==> config.mk <==
export PLATFORM = sky130hd
export DESIGN_NAME = nested_irq_ctrl
export DESIGN_NICKNAME = d
export VERILOG_FILES = /design/src/rtl/nic_pkg.sv /design/src/rtl/nic_sync.sv /design/src/rtl/nic_src.sv /design/src/rtl/nic_arbiter.sv /design/src/rtl/nested_irq_ctrl.sv
export SDC_FILE = /design/constraint.sdc
export NUM_CORES = 1
export LEC_CHECK = 0
export ABC_AREA = 1
export BUFFER_PORTS_ARGS = -buffer_cell sky130_fd_sc_hd__buf_2
export CORE_ASPECT_RATIO = 1.75
export CORE_MARGIN = 2
export CORE_UTILIZATION = 50
export CTS_CLUSTER_DIAMETER = 150
export DETAILED_ROUTE_END_ITERATION = 6
export PLACE_DENSITY_LB_ADDON = 0.12
export SYNTH_ARGS = -nofsm -noshare
export SYNTH_HDL_FRONTEND = slang
export SYNTH_SLANG_ARGS = --single-unit
export TNS_END_PERCENT = 5
==> constraint.sdc <==
create_clock -name clk -period 1.85 [get_ports clk]
set_input_delay 0.2775 -clock clk [delete_from_list [all_inputs] [get_ports clk]]
set_output_delay 0.2775 -clock clk [all_outputs]
set_load 0.05 [all_outputs]
==> src/rtl/nic_pkg.sv <==
package nic_pkg;
   localparam int unsigned NUM_LVL = 3;
   localparam int unsigned LVL_W   = 2;

   typedef enum logic [LVL_W-1:0] {
      LVL_LOW  = 2'd0,
      LVL_HIGH = 2'd1,
      LVL_TOP  = 2'd2
   } lvl_e;
endpackage

==> src/rtl/nic_sync.sv <==
module nic_sync #(
   parameter int unsigned STAGES    = 2,
   parameter bit          RESET_VAL = 1'b1
) (
   input  logic clk,
   input  logic rst_n,
   input  logic d,
   output logic q
);
   if (STAGES < 2) begin : g_bad_stages
      $error("nic_sync: STAGES must be at least 2");
   end

   logic [STAGES-1:0] chain_q;

   always_ff @(posedge clk or negedge rst_n) begin
      if (!rst_n) chain_q <= {STAGES{RESET_VAL}};
      else        chain_q <= {chain_q[STAGES-2:0], d};
   end

   assign q = chain_q[STAGES-1];
endmodule

==> src/rtl/nic_src.sv <==
module nic_src (
   input  logic clk,
   input  logic rst_n,
   input  logic pin_s,
   input  logic tick,
   input  logic edge_mode,
   input  logic sw_we,
   input  logic sw_flag,
   input  logic ack_hit,
   output logic flag_q
);
   logic prev_q;
   logic fall;
   logic flag_d;

   always_ff @(posedge clk or negedge rst_n) begin
      if (!rst_n)    prev_q <= 1'b1;
      else if (tick) prev_q <= pin_s;
   end

   assign fall = tick & prev_q & ~pin_s;

   always_comb begin
      flag_d = flag_q;
      if (sw_we)                 flag_d = sw_flag;
      if (ack_hit && edge_mode)  flag_d = 1'b0;
      if (tick) begin
         if (!edge_mode) flag_d = ~pin_s;
         else if (fall)  flag_d = 1'b1;
      end
   end

   always_ff @(posedge clk or negedge rst_n) begin
      if (!rst_n) flag_q <= 1'b0;
      else        flag_q <= flag_d;
   end
endmodule

==> src/rtl/nic_arbiter.sv <==
module nic_arbiter
   import nic_pkg::*;
#(
   parameter int unsigned N_SRC = 8,
   parameter int unsigned IDX_W = $clog2(N_SRC)
) (
   input  logic [N_SRC-1:0]   pend,
   input  lvl_e               src_lvl [N_SRC],
   input  logic [NUM_LVL-1:0] isr,
   output logic               valid,
   output logic [IDX_W-1:0]   idx,
   output lvl_e               win_lvl
);
   logic [NUM_LVL-1:0] blocked;
   logic [N_SRC-1:0]   elig;

   for (genvar l = 0; l < NUM_LVL; l++) begin : g_block
      assign blocked[l] = |isr[NUM_LVL-1:l];
   end

   for (genvar i = 0; i < N_SRC; i++) begin : g_elig
      assign elig[i] = pend[i] & ~blocked[src_lvl[i]];
   end

   always_comb begin
      valid   = 1'b0;
      idx     = '0;
      win_lvl = LVL_LOW;
      for (int l = NUM_LVL - 1; l >= 0; l--) begin
         for (int i = 0; i < N_SRC; i++) begin
            if (!valid && elig[i] && (int'(src_lvl[i]) == l)) begin
               valid   = 1'b1;
               idx     = IDX_W'(i);
               win_lvl = src_lvl[i];
            end
         end
      end
   end
endmodule

==> src/rtl/nested_irq_ctrl.sv <==
module nested_irq_ctrl
   import nic_pkg::*;
#(
   parameter int unsigned N_SRC       = 8,
   parameter int unsigned DATA_W      = 8,
   parameter int unsigned ADDR_W      = 2,
   parameter int unsigned SYNC_STAGES = 2,
   parameter int unsigned IDX_W       = $clog2(N_SRC)
) (
   input  logic              clk,
   input  logic              rst_n,
   input  logic [ADDR_W-1:0] bus_addr,
   input  logic [DATA_W-1:0] bus_wdata,
   input  logic              bus_we,
   output logic [DATA_W-1:0] bus_rdata,
   input  logic              mc_tick,
   input  logic              ack,
   input  logic              reti,
   input  logic [N_SRC-1:0]  irq_n,
   output logic              req_valid,
   output logic [IDX_W-1:0]  req_idx
);
   localparam int unsigned SRC_PER_REG = DATA_W / 2;
   localparam int unsigned N_CTRL      = N_SRC / SRC_PER_REG;
   localparam int unsigned N_PRIO      = N_SRC - 1;
   localparam int unsigned TOP_SRC     = N_SRC - 1;

   if (N_SRC % SRC_PER_REG != 0) begin : g_bad_pack
      $error("nested_irq_ctrl: N_SRC must fill whole control registers");
   end
   if (N_PRIO >= DATA_W) begin : g_bad_prio
      $error("nested_irq_ctrl: priority bits must leave the top bit unused");
   end
   if ((1 << ADDR_W) < N_CTRL + 1) begin : g_bad_addr
      $error("nested_irq_ctrl: ADDR_W too small for the register set");
   end

   logic [N_PRIO-1:0]  prio_q;
   logic [N_SRC-1:0]   type_q;
   logic [N_SRC-1:0]   flag_q;
   logic [N_SRC-1:0]   pin_s;
   logic [N_SRC-1:0]   sw_we;
   logic [N_SRC-1:0]   ack_hit;
   logic [NUM_LVL-1:0] isr_q;
   logic [NUM_LVL-1:0] isr_d;
   lvl_e               src_lvl [N_SRC];
   lvl_e               win_lvl;
   logic               prio_we;

   assign prio_we = bus_we && (bus_addr == '0);

   always_ff @(posedge clk or negedge rst_n) begin
      if (!rst_n)       prio_q <= '0;
      else if (prio_we) prio_q <= bus_wdata[N_PRIO-1:0];
   end

   for (genvar i = 0; i < N_SRC; i++) begin : g_src
      localparam int unsigned REG_SEL = i / SRC_PER_REG + 1;
      localparam int unsigned SLOT    = i % SRC_PER_REG;

      assign sw_we[i]   = bus_we && (bus_addr == ADDR_W'(REG_SEL));
      assign ack_hit[i] = ack && req_valid && (req_idx == IDX_W'(i));

      always_ff @(posedge clk or negedge rst_n) begin
         if (!rst_n)        type_q[i] <= 1'b0;
         else if (sw_we[i]) type_q[i] <= bus_wdata[2*SLOT];
      end

      nic_sync #(.STAGES(SYNC_STAGES), .RESET_VAL(1'b1)) u_sync (
         .clk   (clk),
         .rst_n (rst_n),
         .d     (irq_n[i]),
         .q     (pin_s[i])
      );

      nic_src u_src (
         .clk       (clk),
         .rst_n     (rst_n),
         .pin_s     (pin_s[i]),
         .tick      (mc_tick),
         .edge_mode (type_q[i]),
         .sw_we     (sw_we[i]),
         .sw_flag   (bus_wdata[2*SLOT+1]),
         .ack_hit   (ack_hit[i]),
         .flag_q    (flag_q[i])
      );

      if (i == TOP_SRC) begin : g_top_lvl
         assign src_lvl[i] = LVL_TOP;
      end else begin : g_prog_lvl
         assign src_lvl[i] = prio_q[i] ? LVL_HIGH : LVL_LOW;
      end
   end

   nic_arbiter #(.N_SRC(N_SRC), .IDX_W(IDX_W)) u_arb (
      .pend    (flag_q),
      .src_lvl (src_lvl),
      .isr     (isr_q),
      .valid   (req_valid),
      .idx     (req_idx),
      .win_lvl (win_lvl)
   );

   always_comb begin
      isr_d = isr_q;
      if (reti) begin
         for (int l = 0; l < NUM_LVL; l++) begin
            if (isr_q[l] && ((isr_q >> (l + 1)) == '0)) isr_d[l] = 1'b0;
         end
      end
      if (ack && req_valid) isr_d[win_lvl] = 1'b1;
   end

   always_ff @(posedge clk or negedge rst_n) begin
      if (!rst_n) isr_q <= '0;
      else        isr_q <= isr_d;
   end

   always_comb begin
      bus_rdata = '0;
      if (bus_addr == '0) begin
         bus_rdata = DATA_W'(prio_q);
      end else begin
         for (int r = 0; r < N_CTRL; r++) begin
            if (bus_addr == ADDR_W'(r + 1)) begin
               for (int j = 0; j < SRC_PER_REG; j++) begin
                  bus_rdata[2*j]   = type_q[r*SRC_PER_REG + j];
                  bus_rdata[2*j+1] = flag_q[r*SRC_PER_REG + j];
               end
            end
         end
      end
   end
endmodule

# Word level (Yosys, flattened, before mapping)
# Index checks and enable logic that the tools add are counted.
[word_totals]
out_inout_bits = 12
inputBits = 24
mem_bits_rw = 0
wordCells = 341
mem_bits_ro = 0
latchBits = 0
ff_bits = 50
memories = 0
[classes]
n_addsub = 0
eq_ne = 23
multipliers = 0
n_div = 0
reduce_logical = 99
bitwise_logic = 41
n_lt_le_gt_ge = 9
shifts = 0
muxes = 135
[op_table]
columns = ["operator", "count"]
rows = [
  ["1-bit two-way mux", 81],
  ["1-bit logical AND", 65],
  ["3-bit two-way mux", 20],
  ["2-bit two-way mux", 23],
  ["1-bit bitwise AND", 24],
  ["8-bit two-way mux", 3],
  ["1-bit zero test", 21],
  ["1-bit by 3-bit < comparator with 1-bit output (second input constant)", 7],
  ["2-bit == test (second input constant)", 8],
  ["2-bit zero test", 8],
  ["1-bit NOT", 16],
  ["1-bit binary-select mux with 2-bit select", 7],
  ["3-bit == test (second input constant)", 4],
  ["3-bit zero test", 3],
  ["1-bit == test (second input constant)", 7],
  ["3-bit by 2-bit == test with 1-bit output (second input constant)", 2],
  ["3-bit by 1-bit == test with 1-bit output (second input constant)", 1],
  ["2-bit by 3-bit < comparator with 1-bit output (second input constant)", 1],
  ["3-bit bitwise OR", 1],
  ["3-bit OR reduction", 1],
  ["1-bit demux with 2-bit select", 1],
  ["2-bit by 1-bit == test with 1-bit output (second input constant)", 1],
  ["2-bit by 1-bit >= comparator with 1-bit output (second input constant)", 1],
  ["2-bit OR reduction", 1],
]

# Depth between registers and ports, before layout
# Gate-level depths: netlist of run 1.
[depth]
depth_word = 97
mapped_depth = 16
depth_no_buf = 16

# Cells and area by module
# A second synthesis of run 1 with hierarchy kept.
[hier_totals]
hier_cells = 459
area_unflattened_um2 = 3170.5
[modules_own_cells]
columns = ["mod", "area_each_um2", "cells_per_inst", "seq_area_each_um2", "instances"]
rows = [
  ["nested_irq_ctrl", 1029.7, 145, 450.4, 1],
  ["nic_src", 110.1, 17, 51.3, 8],
  ["nic_arbiter", 839.6, 162, 0.0, 1],
  ["nic_sync", 52.6, 2, 52.6, 8],
]

# Least setup slack after synthesis of run 1
# Ideal clock, no wire load.
[synth_path]
kind = "register to register"
start = "register isr_q[2]"
end = "register g_src[5].u_src.flag_q"
stages_incl_launch_ff = 10
path_buffers = 0
required_ps = 1729
period_less_slack_ps = 2265
setup_ps = 121
path_slack_ps = -415
arrival_time_ps = 2145
cell_sequence = "dfrtp_1 > nor2_4 > inv_2 > nor3_1 > inv_1 > or2_2 > o21ai_2 > nand3_1 > o21ai_1 > nand2_1"
[synth_between]
elab_chain_cells = 97
elab_cells_between_ends = 146
classes_between = "1 x eq/ne; 61 x mux; 16 x bitwise; 68 x reduce/logical"
[synth_rtl]
columns = ["item", "line_no", "text"]
rows = [
  ["start: declaration", "nested_irq_ctrl.sv:44", "logic [NUM_LVL-1:0] isr_q;"],
  ["start signal: assignment", "nested_irq_ctrl.sv:116", "else isr_q <= isr_d;"],
  ["3-bit OR reduction / 2-bit OR reduction (equally long branches)", "nic_arbiter.sv:18", "assign blocked[l] = |isr[NUM_LVL-1:l];"],
  ["1-bit binary-select mux with 2-bit select", "nic_arbiter.sv:22", "assign elig[i] = pend[i] & ~blocked[src_lvl[i]];"],
  ["1-bit two-way mux (not written as such)", "nic_arbiter.sv:22", ""],
  ["1-bit NOT", "nic_arbiter.sv:22", ""],
  ["1-bit bitwise AND", "nic_arbiter.sv:22", ""],
  ["1-bit logical AND", "nic_arbiter.sv:31", "if (!valid && elig[i] && (int'(src_lvl[i]) == l)) begin"],
  ["1-bit two-way mux", "nic_arbiter.sv:31", ""],
  ["1-bit zero test", "nic_arbiter.sv:31", ""],
  ["[82 not listed]", "n/a", ""],
  ["net req_idx[0]", "nested_irq_ctrl.sv:21", "output logic [IDX_W-1:0] req_idx"],
  ["3-bit == test *", "nested_irq_ctrl.sv:62", "assign ack_hit[i] = ack && req_valid && (req_idx == IDX_W'(i));"],
  ["1-bit logical AND *", "nested_irq_ctrl.sv:62", ""],
  ["1-bit logical AND *", "nic_src.sv:26", "if (ack_hit && edge_mode) flag_d = 1'b0;"],
  ["1-bit two-way mux *", "nic_src.sv:26", ""],
  ["1-bit two-way mux", "nic_src.sv:29", "else if (fall) flag_d = 1'b1;"],
  ["1-bit two-way mux", "nic_src.sv:28", "if (!edge_mode) flag_d = ~pin_s;"],
  ["1-bit two-way mux *", "nic_src.sv:27", "if (tick) begin"],
  ["net g_src[5].u_src.flag_d", "nic_src.sv:14", "logic flag_d;"],
  ["end signal: assignment", "nic_src.sv:35", "else flag_q <= flag_d;"],
  ["end: declaration", "nic_src.sv:10", "output logic flag_q"],
]
# Mark *: on every way through the listed nets, which the timed path passes. The rest lies on a longest branch. The select of a mux whose other input is x is not followed.
# A chain may end at the register's enable or synchronous reset.

# Final worst setup path of run 1
[layout_path]
start = "register isr_q[2]"
end = "output port req_idx[1]"
[layout_between]
elab_chain_cells = 90
elab_cells_between_ends = 136
classes_between = "55 x mux; 16 x bitwise; 65 x reduce/logical"
[layout_rtl]
columns = ["item", "line_no"]
rows = [
  ["3-bit OR reduction / 2-bit OR reduction (equally long branches)", "nic_arbiter.sv:18"],
  ["1-bit binary-select mux with 2-bit select", "nic_arbiter.sv:22"],
  ["1-bit two-way mux (not written as such)", "nic_arbiter.sv:22"],
  ["1-bit NOT", "nic_arbiter.sv:22"],
  ["1-bit bitwise AND", "nic_arbiter.sv:22"],
  ["1-bit logical AND", "nic_arbiter.sv:31"],
  ["1-bit two-way mux", "nic_arbiter.sv:31"],
  ["1-bit zero test", "nic_arbiter.sv:31"],
  ["[71 not listed]", "n/a"],
  ["1-bit logical AND (2 in a row)", "nic_arbiter.sv:31"],
  ["1-bit two-way mux", "nic_arbiter.sv:31"],
  ["1-bit zero test", "nic_arbiter.sv:31"],
  ["1-bit logical AND (2 in a row)", "nic_arbiter.sv:31"],
  ["1-bit two-way mux", "nic_arbiter.sv:31"],
  ["1-bit zero test", "nic_arbiter.sv:31"],
  ["1-bit logical AND (2 in a row)", "nic_arbiter.sv:31"],
  ["3-bit two-way mux *", "nic_arbiter.sv:31"],
  ["end: declaration", "nested_irq_ctrl.sv:21"],
]
# Every way passes the cells marked *; elsewhere a longest branch is shown, timed or not. The select of a mux whose other input is x is not followed.

==> flow_summary.yaml, run 1 <==
floorplan:
  rows: 34
  initial_utilization_pct: 51.3
  top_level_ports: 36
  chipWidth_um: 57.6
  die_height_um: 97.8
  design.die.area_um2: 5630
  core_um2: 4890
power_and_ir_drop:
  pwr_density_cell_nw_per_um2: 1480
  seq_power_share_pct: 27.6
  internal_power_mw: 2.88
  static-leakage-power_nw: 1.63
  switching_share_pct: 43.3
  clock_power_share_pct: 13.2
  netSwitchingPower_mw: 2.20
  p_comb_share_pct: 59.2
  max-vdd-ir-drop_mv: 1.19
sta:
  unrepaired_setup_endpoints_after_global_routing: "yes"
  finalSetupViolations: 15
  slew-limit-headroom_pct: 69.4
  drv_slew: 0
  timing.final.crit_share_pct: 134
  setup_total_negative_slack_ns: -6.45
  worst_pin_slew_ns: 0.458
  finalCriticalPeriod_ns: 2.48
  setup_slack_ns: -0.627
  achievable-frequency_mhz: 404
  fin_worst_skew_ns: 0.00741
  hold_ws_ns: 0.0610
  final_hold_violations: 0
global_route:
  groute.usage.overall_pct: 25.7
  grt_overflow: 0
  met1_usage_pct: 28.3
  grt_start_max_net_pins: 32
  grt_pass1_wl_um: 11000
  grt_peak_use_layer: "met2"
  use_met3_pct: 3.97
  grtUsageMet2_pct: 45.2
  grt_antenna_before_repair: 0
  first_global_vias: 2437
logic_synthesis:
  syn_area_um2: 2510
  synth-compound-area-share_pct: 15.2
  postSynth.asyncResetShare_pct: 100
  synth.avg_cell_area_um2: 8.60
  netlist.area_leader.share_pct: 25.9
  ys.warnings.count: 0
  share_of_the_synthesized_netlist_area_taken_by_xor_and_xnor_gates_pct: 0
  synthMuxAreaShare_pct: 1.79
  ys_seq_elements: 50
  synth.top_cells.by_area: "dfrtp_1 26%, dfstp_2 25%, nand2_1 7.3%"
  postSynthNetCount: 316
  netlist_instances: 292
  yosys.area_share.adder_pct: 0
  synth_top_family_by_area: "simple AND/OR/NAND/NOR gates"
  synth_seq_area_share_pct: 51.0
  synthSimpleGateAreaFrac_pct: 24.8
  post_synth_num_cell_types: 33
  synthDominantAreaCellType: "dfrtp_1"
  number_of_enable_flip_flop_cells_after_synthesis: 0
  synthFlopType: "dfrtp_1"
setup_path:
  crit_path_end_kind: "primary output"
  crit_arrival_ns: 2.20
  critPathMaxFanout: 6
  setup.worst_path.class: "reg -> out"
  startpoint_type: "register"
  crit_path_max_incr_delay_ns: 0.42
  critPathMostFrequentCell: "nor2_4"
  worst-endpoint-required_ns: 1.57
  critical_path.slowest_cell: "dfrtp_2"
  timing.critical_path.cells: "nor2_4 > a31oi_4 > nand4_4 > nor2_4 > nand4_4 > nor2_4 > nand3_4 > nor2_4 > nand3_4 > nand2_4 > buf_8"
cells_and_area:
  nFillCells: 410
  areaGrowthSynthToFinish_pct: 36.8
  num_antenna_cells: 0
  final_area_um2: 3440
  layout-drive-gt1-share_pct: 43.3
  final_cells: 437
  number_of_nets_in_the_finished_design: 406
min_path:
  hold_class: "in -> reg"
routing:
  drt_iter0_markers: 75
  mean_routed_wirelength_per_cell_um: 15.4
  detail_route.wirelength_um: 6730
  detailedRoute.firstPassIterationCount: 4
  vias: 2340
  detail_route.drc_violations: 0
  postRouteAntennaNets: 0
  route.detailed.vias_per_inst: 5.35
job:
  cap_violations: 0
clocking:
  clk_pin_slew_ns: 0.09
  clock_latency_ns: 0.31
  clock-sinks: 50
  cts_buffer_depth: 2
  cts_max_level: 2
  cts.root.buffer_cell: "clkbuf_8"
  clock_tree_from_tritoncts: "done"
  cts_made_buffers: 5
placed_design:
  post-place-cells: 421
  numPortBuffers: 35
  cell_area_placed_um2: 3140
  hpwl_um: 5270
  globalplace.congestion: 0.907
run_status:
  run_status: "complete, but fails checks"
  violations: "setup timing"
==> cell families (layout without fill, tap and decap cells) <==
kind of cell / Yosys count / after routing
simple gates: 130 / 130
compound gates: 60 / 60
flops: 50 / 50
buf+inv: 48 / 139
mux: 4 / 4
==> worst max-delay path: cells and delay by family, from the launching register on <==
family                 cells  cell delay, ns
buffers and inverters      1            0.14
and+or+nand+nor            9            1.15
AOI/OAI and AO/OA          1            0.17
DFF                        1            0.42
==> per-stage QoR <==
step	util [%]	power (mW)	setup WS, ns
after floorplan	-	2.88	-0.277
after global placement	64.1	3.84	-0.373
after detailed placement	64.1	3.87	-0.416
after CTS	67.4	4.71	-0.607
after global routing	70.2	5.38	-0.749
final	70.2	5.07	-0.627
==> metal layers <==
layer  wire [um]  part of all wire, %
met5           0                    0
met4         264                  3.9
met3         206                  3.1
met2        3750                   56
met1        2520                   37
==> final cells by class <==
class                   instances  area [um2]  area share, %
flip-flops and latches         50        1280           37.3
well taps                      54        67.6           1.97
multi-input cells             194        1190           34.7
repair buffers                 87         629           18.3
clock inverters                 2        15.0          0.437
clock buffers                   6        82.6           2.40
inverters                      44         168           4.88
==> synth_stat cells (2+ instances only) <==
cell type   n
dfstp_2    24
mux2_2      4
nor2_1     40
o211ai_1    3
inv_2       4
nand3_2     3
nor3_1      6
o221ai_1    6
o31ai_1     2
nand4_1     2
o21ai_1     3
nand4_2     2
nand2_1    49
nor2_4      3
dfrtp_1    26
nor3_2      3
o21ai_0    25
clkbuf_1    4
nor2_2      4
nand3_1    12
a221oi_1    2
nand2_2     2
or2_2       3
a21oi_1     8
o22ai_1     5
inv_1      40
==> what timing repair did <==
item / in CTS / in global routing
endpoints found under the setup margin: 15 / 15
buffers inserted: 1 / 6
resized for setup: 14 / 24
endpoints found under the hold margin: 12 / 0
hold buffers: 1 / 0
pin swaps: 4 / 18
gates cloned: 0 / 0
==> sequential cells by signal, summed over array words and instances (netlist names) <==
name and count:
g_src.u_src.prev_q 8, type_q 8, isr_q 3, g_src.u_sync.chain_q 16
g_src.u_src.flag_q 8, prio_q 7
==> final timing paths <==
| kind | from | to | slack [ns] | depth (start not counted) |
|---|---|---|---|---|
| hold / removal | irq_n[3] | g_src[3].u_sync.chain_q[0] | 0.06 | 1 |
| setup reg to reg | isr_q[2] | g_src[3].u_src.flag_q | -0.53 | 15 |
| setup / recovery | isr_q[2] | req_idx[1] | -0.63 | 11 |
| max in group asynchronous | rst_n | g_src[4].u_src.prev_q | 0.82 | 3 |
| min in group asynchronous | rst_n | type_q[3] | 0.45 | 2 |
| hold reg to reg | g_src[2].u_sync.chain_q[0] | g_src[2].u_sync.chain_q[1] | 0.36 | 0 |
==> cells in the final DEF (no fill, tap or decap), drive strengths merged, types with 5 or more instances in the layout <==
cell,count
clkbuf,6
nand3,15
dfrtp,26
o221ai,6
buf,86
nor2,47
nor3,9
dfstp,24
o21ai,29
nand2,52
o22ai,5
inv,46
a21oi,8
==> power by group through the flow <==
stage	Combinational [mW]	Clock (mW)	Sequential, mW
after global placement	2.44	0	1.40
after detailed placement	2.46	0	1.41
after floorplan	1.48	0	1.39
final	3.00	0.671	1.40
after global routing	3.23	0.734	1.42
after CTS	2.63	0.687	1.39
No activity file was read; power rests on OpenSTA's default activity.
==> inputs of run 2 (changes only) <==
==> constraint.sdc (replaced) <==
create_clock -name clk -period 1.85 [get_ports clk]
set_input_delay 0.2775 -clock clk [delete_from_list [all_inputs] [get_ports clk]]
set_output_delay 0.2775 -clock clk [all_outputs]
set_load 0.02 [all_outputs]
==> run 2 against run 1 <==
Against the previous run:
- the run still ends with setup timing left
- highest routed layer unchanged
- cell area is 1.3% lower
- register-to-register slack improved by 0.05 ns
- power shrank 7.6%
- sequential power is essentially flat
- worst hold slack worse by 0.0065 ns
- final cell count decreased by 0.69%
- combinational power is 13% lower
- clock skew rose by 0.0012 ns
- clock-buffer cell count unchanged
- critical path type unchanged
- non-clock buffer count is 3 lower
==> flow_summary.yaml, run 2 (synthesized netlist as in run 1, its figures left out) <==
run_status:
  run_status: "complete, but fails checks"
  violations: "setup timing"
sta:
  finalSetupViolations: 15
  fin_worst_skew_ns: 0.00858
  setup_slack_ns: -0.567
  drv_slew: 0
  worst_pin_slew_ns: 0.600
  slew-limit-headroom_pct: 60.0
  achievable-frequency_mhz: 414
  finalCriticalPeriod_ns: 2.42
  unrepaired_setup_endpoints_after_global_routing: "yes"
  timing.final.crit_share_pct: 131
  final_hold_violations: 0
routing:
  mean_routed_wirelength_per_cell_um: 15.9
  vias: 2364
  detail_route.drc_violations: 0
  detail_route.wirelength_um: 6910
  detailedRoute.firstPassIterationCount: 4
  drt_iter0_markers: 79
  route.detailed.vias_per_inst: 5.45
  postRouteAntennaNets: 0
cells_and_area:
  seqCellArea_um2: 1280
  final_area_um2: 3390
  largest_register: "g_src.u_sync.chain_q"
  final_cells: 434
  layout.cells.most_common_list: "48 x buf_4, 45 x nand2_1, 38 x inv_1, 38 x nor2_1, 32 x buf_2"
  num_antenna_cells: 0
  nFillCells: 401
  largest_register_ffs: 16
  layout-drive-gt1-share_pct: 44.2
  number_of_nets_in_the_finished_design: 403
  areaGrowthSynthToFinish_pct: 35.0
  multi_input_comb_area_um2: 1190
  mostFrequentLayoutCell: "buf_4"
setup_path:
  critPathMaxFanout: 4
  r2r-start: "isr_q[2]"
  worstSetupStartpoint: "isr_q[2]"
  critical_path.top_delay_family: "simple AND/OR/NAND/NOR gates"
  setup.worst_path.class: "reg -> out"
  worst-endpoint-required_ns: 1.57
  critPathMostFrequentCell: "nor2_4"
  critical_path.slowest_cell: "dfrtp_2"
  timing.critical_path.cells: "buf_6 > nor2_4 > a31oi_4 > nand4_4 > nor2_4 > nand4_4 > nor2_4 > nand3_4 > nor2_4 > nand3_4 > nand2_4 > buf_6"
  setup.reg_to_reg.worst_slack_ns: -0.48
  worst-path-buf-inv: 2
  crit_path_end_kind: "primary output"
  startpoint_type: "register"
  crit_arrival_ns: 2.14
  r2r_end: "g_src[3].u_src.flag_q"
  crit_path_max_incr_delay_ns: 0.41
  worst-r2r-cell-count: 15
  crit_path_end: "req_idx[1]"
  cp.depth: 12
floorplan:
  die_height_um: 97.8
  initial_utilization_pct: 51.3
  core_um2: 4890
  top_level_ports: 36
  rows: 34
  chipWidth_um: 57.6
  design.die.area_um2: 5630
clocking:
  clock_latency_ns: 0.30
  cts_max_level: 2
  clock_tree_from_tritoncts: "done"
  ctsHoldBuffers: 0
  clk_pin_slew_ns: 0.09
  cts_buffer_depth: 2
  clock-sinks: 50
  cts_made_buffers: 5
  cts.root.buffer_cell: "clkbuf_8"
global_route:
  grt_overflow: 0
  grt_pass1_wl_um: 11200
  grt_antenna_before_repair: 0
  first_global_vias: 2439
  grt_start_max_net_pins: 51
  groute.usage.overall_pct: 26.1
power_and_ir_drop:
  pwr_density_cell_nw_per_um2: 1380
  static-leakage-power_nw: 1.61
  max-vdd-ir-drop_mv: 0.996
placed_design:
  post-place-cells: 417
  place_worst_setup_slack_ns: -0.290
  globalplace.congestion: 0.939
  hpwl_um: 5280
  numPortBuffers: 35
  cell_area_placed_um2: 3080
min_path:
  hold_class: "in -> async"
job:
  cap_violations: 0
[run 2: worst min-delay path by stage]
stage | cells after the start | endpoint
global route | 1 | g_src[1].u_sync.chain_q[0]
CTS | 1 | g_src[1].u_sync.chain_q[0]
floorplan | 0 | g_src[0].u_src.flag_q
global placement | 0 | g_src[6].u_sync.chain_q[1]
detailed placement | 0 | g_src[3].u_sync.chain_q[1]
finish | 2 | prio_q[0]
[run 2: per-stage QoR]
| step | power [mW] | util (%) | hold slack [ns] | setup TNS, ns |
|---|---|---|---|---|
| global route | 4.96 | 69.3 | 0.0518 | -7.64 |
| CTS | 4.48 | 67.3 | 0.0624 | -5.96 |
| finish | 4.69 | 69.3 | 0.0546 | -5.88 |
| detailed placement | 3.52 | 63.0 | 0.349 | -3.36 |
| floorplan | 2.64 | - | -0.0181 | -1.03 |
| global placement | 3.49 | 63.0 | 0.346 | -2.80 |
[run 2: where the power goes]
part           switching [mW]  total, mW  leakage (nW)  internal [mW]
Sequential              0.118       1.40         0.565           1.29
Combinational            1.46       2.60         0.986           1.14
Clock                   0.342      0.686        0.0561          0.344
[run 2: worst reg2reg max path, cell delays in order (launching register included)]
cell and delay [ns]:
dfrtp_2 0.41, buf_6 0.11, nor2_4 0.04, a31oi_4 0.17
nand4_4 0.12, nor2_4 0.15, nand4_4 0.11, nor2_4 0.16
nand4_1 0.21, buf_4 0.21, nor2_2 0.08, nor2_2 0.07
nor3_1 0.15, nand2_1 0.12, nand2_1 0.07, nand2_1 0.04
[run 2: layout make-up]
type	instances	area share (%)
multi-input combinational	194	35.2
clock inverter	2	0.295
timing repair buffer	84	16.9
sequential	50	37.9
tap	54	1.99
clock buffer	6	2.77
inverter	44	4.95
[run 2: routing by layer]
| metal | vias up | track usage, % | part of all wire, % |
|---|---|---|---|
| li1 | 1137 | - | - |
| met2 | 73 | 47.7 | 57 |
| met5 | - | 0 | 0 |
| met1 | 1130 | 28.5 | 35 |
| met4 | 0 | 12.9 | 4.3 |
| met3 | 24 | 3.18 | 3.5 |
[run 2: repair_timing]
action	CTS	global route
setup buffers	4	5
endpoints found under the setup margin	15	15
pin swaps	9	16
gates resized for setup	20	16
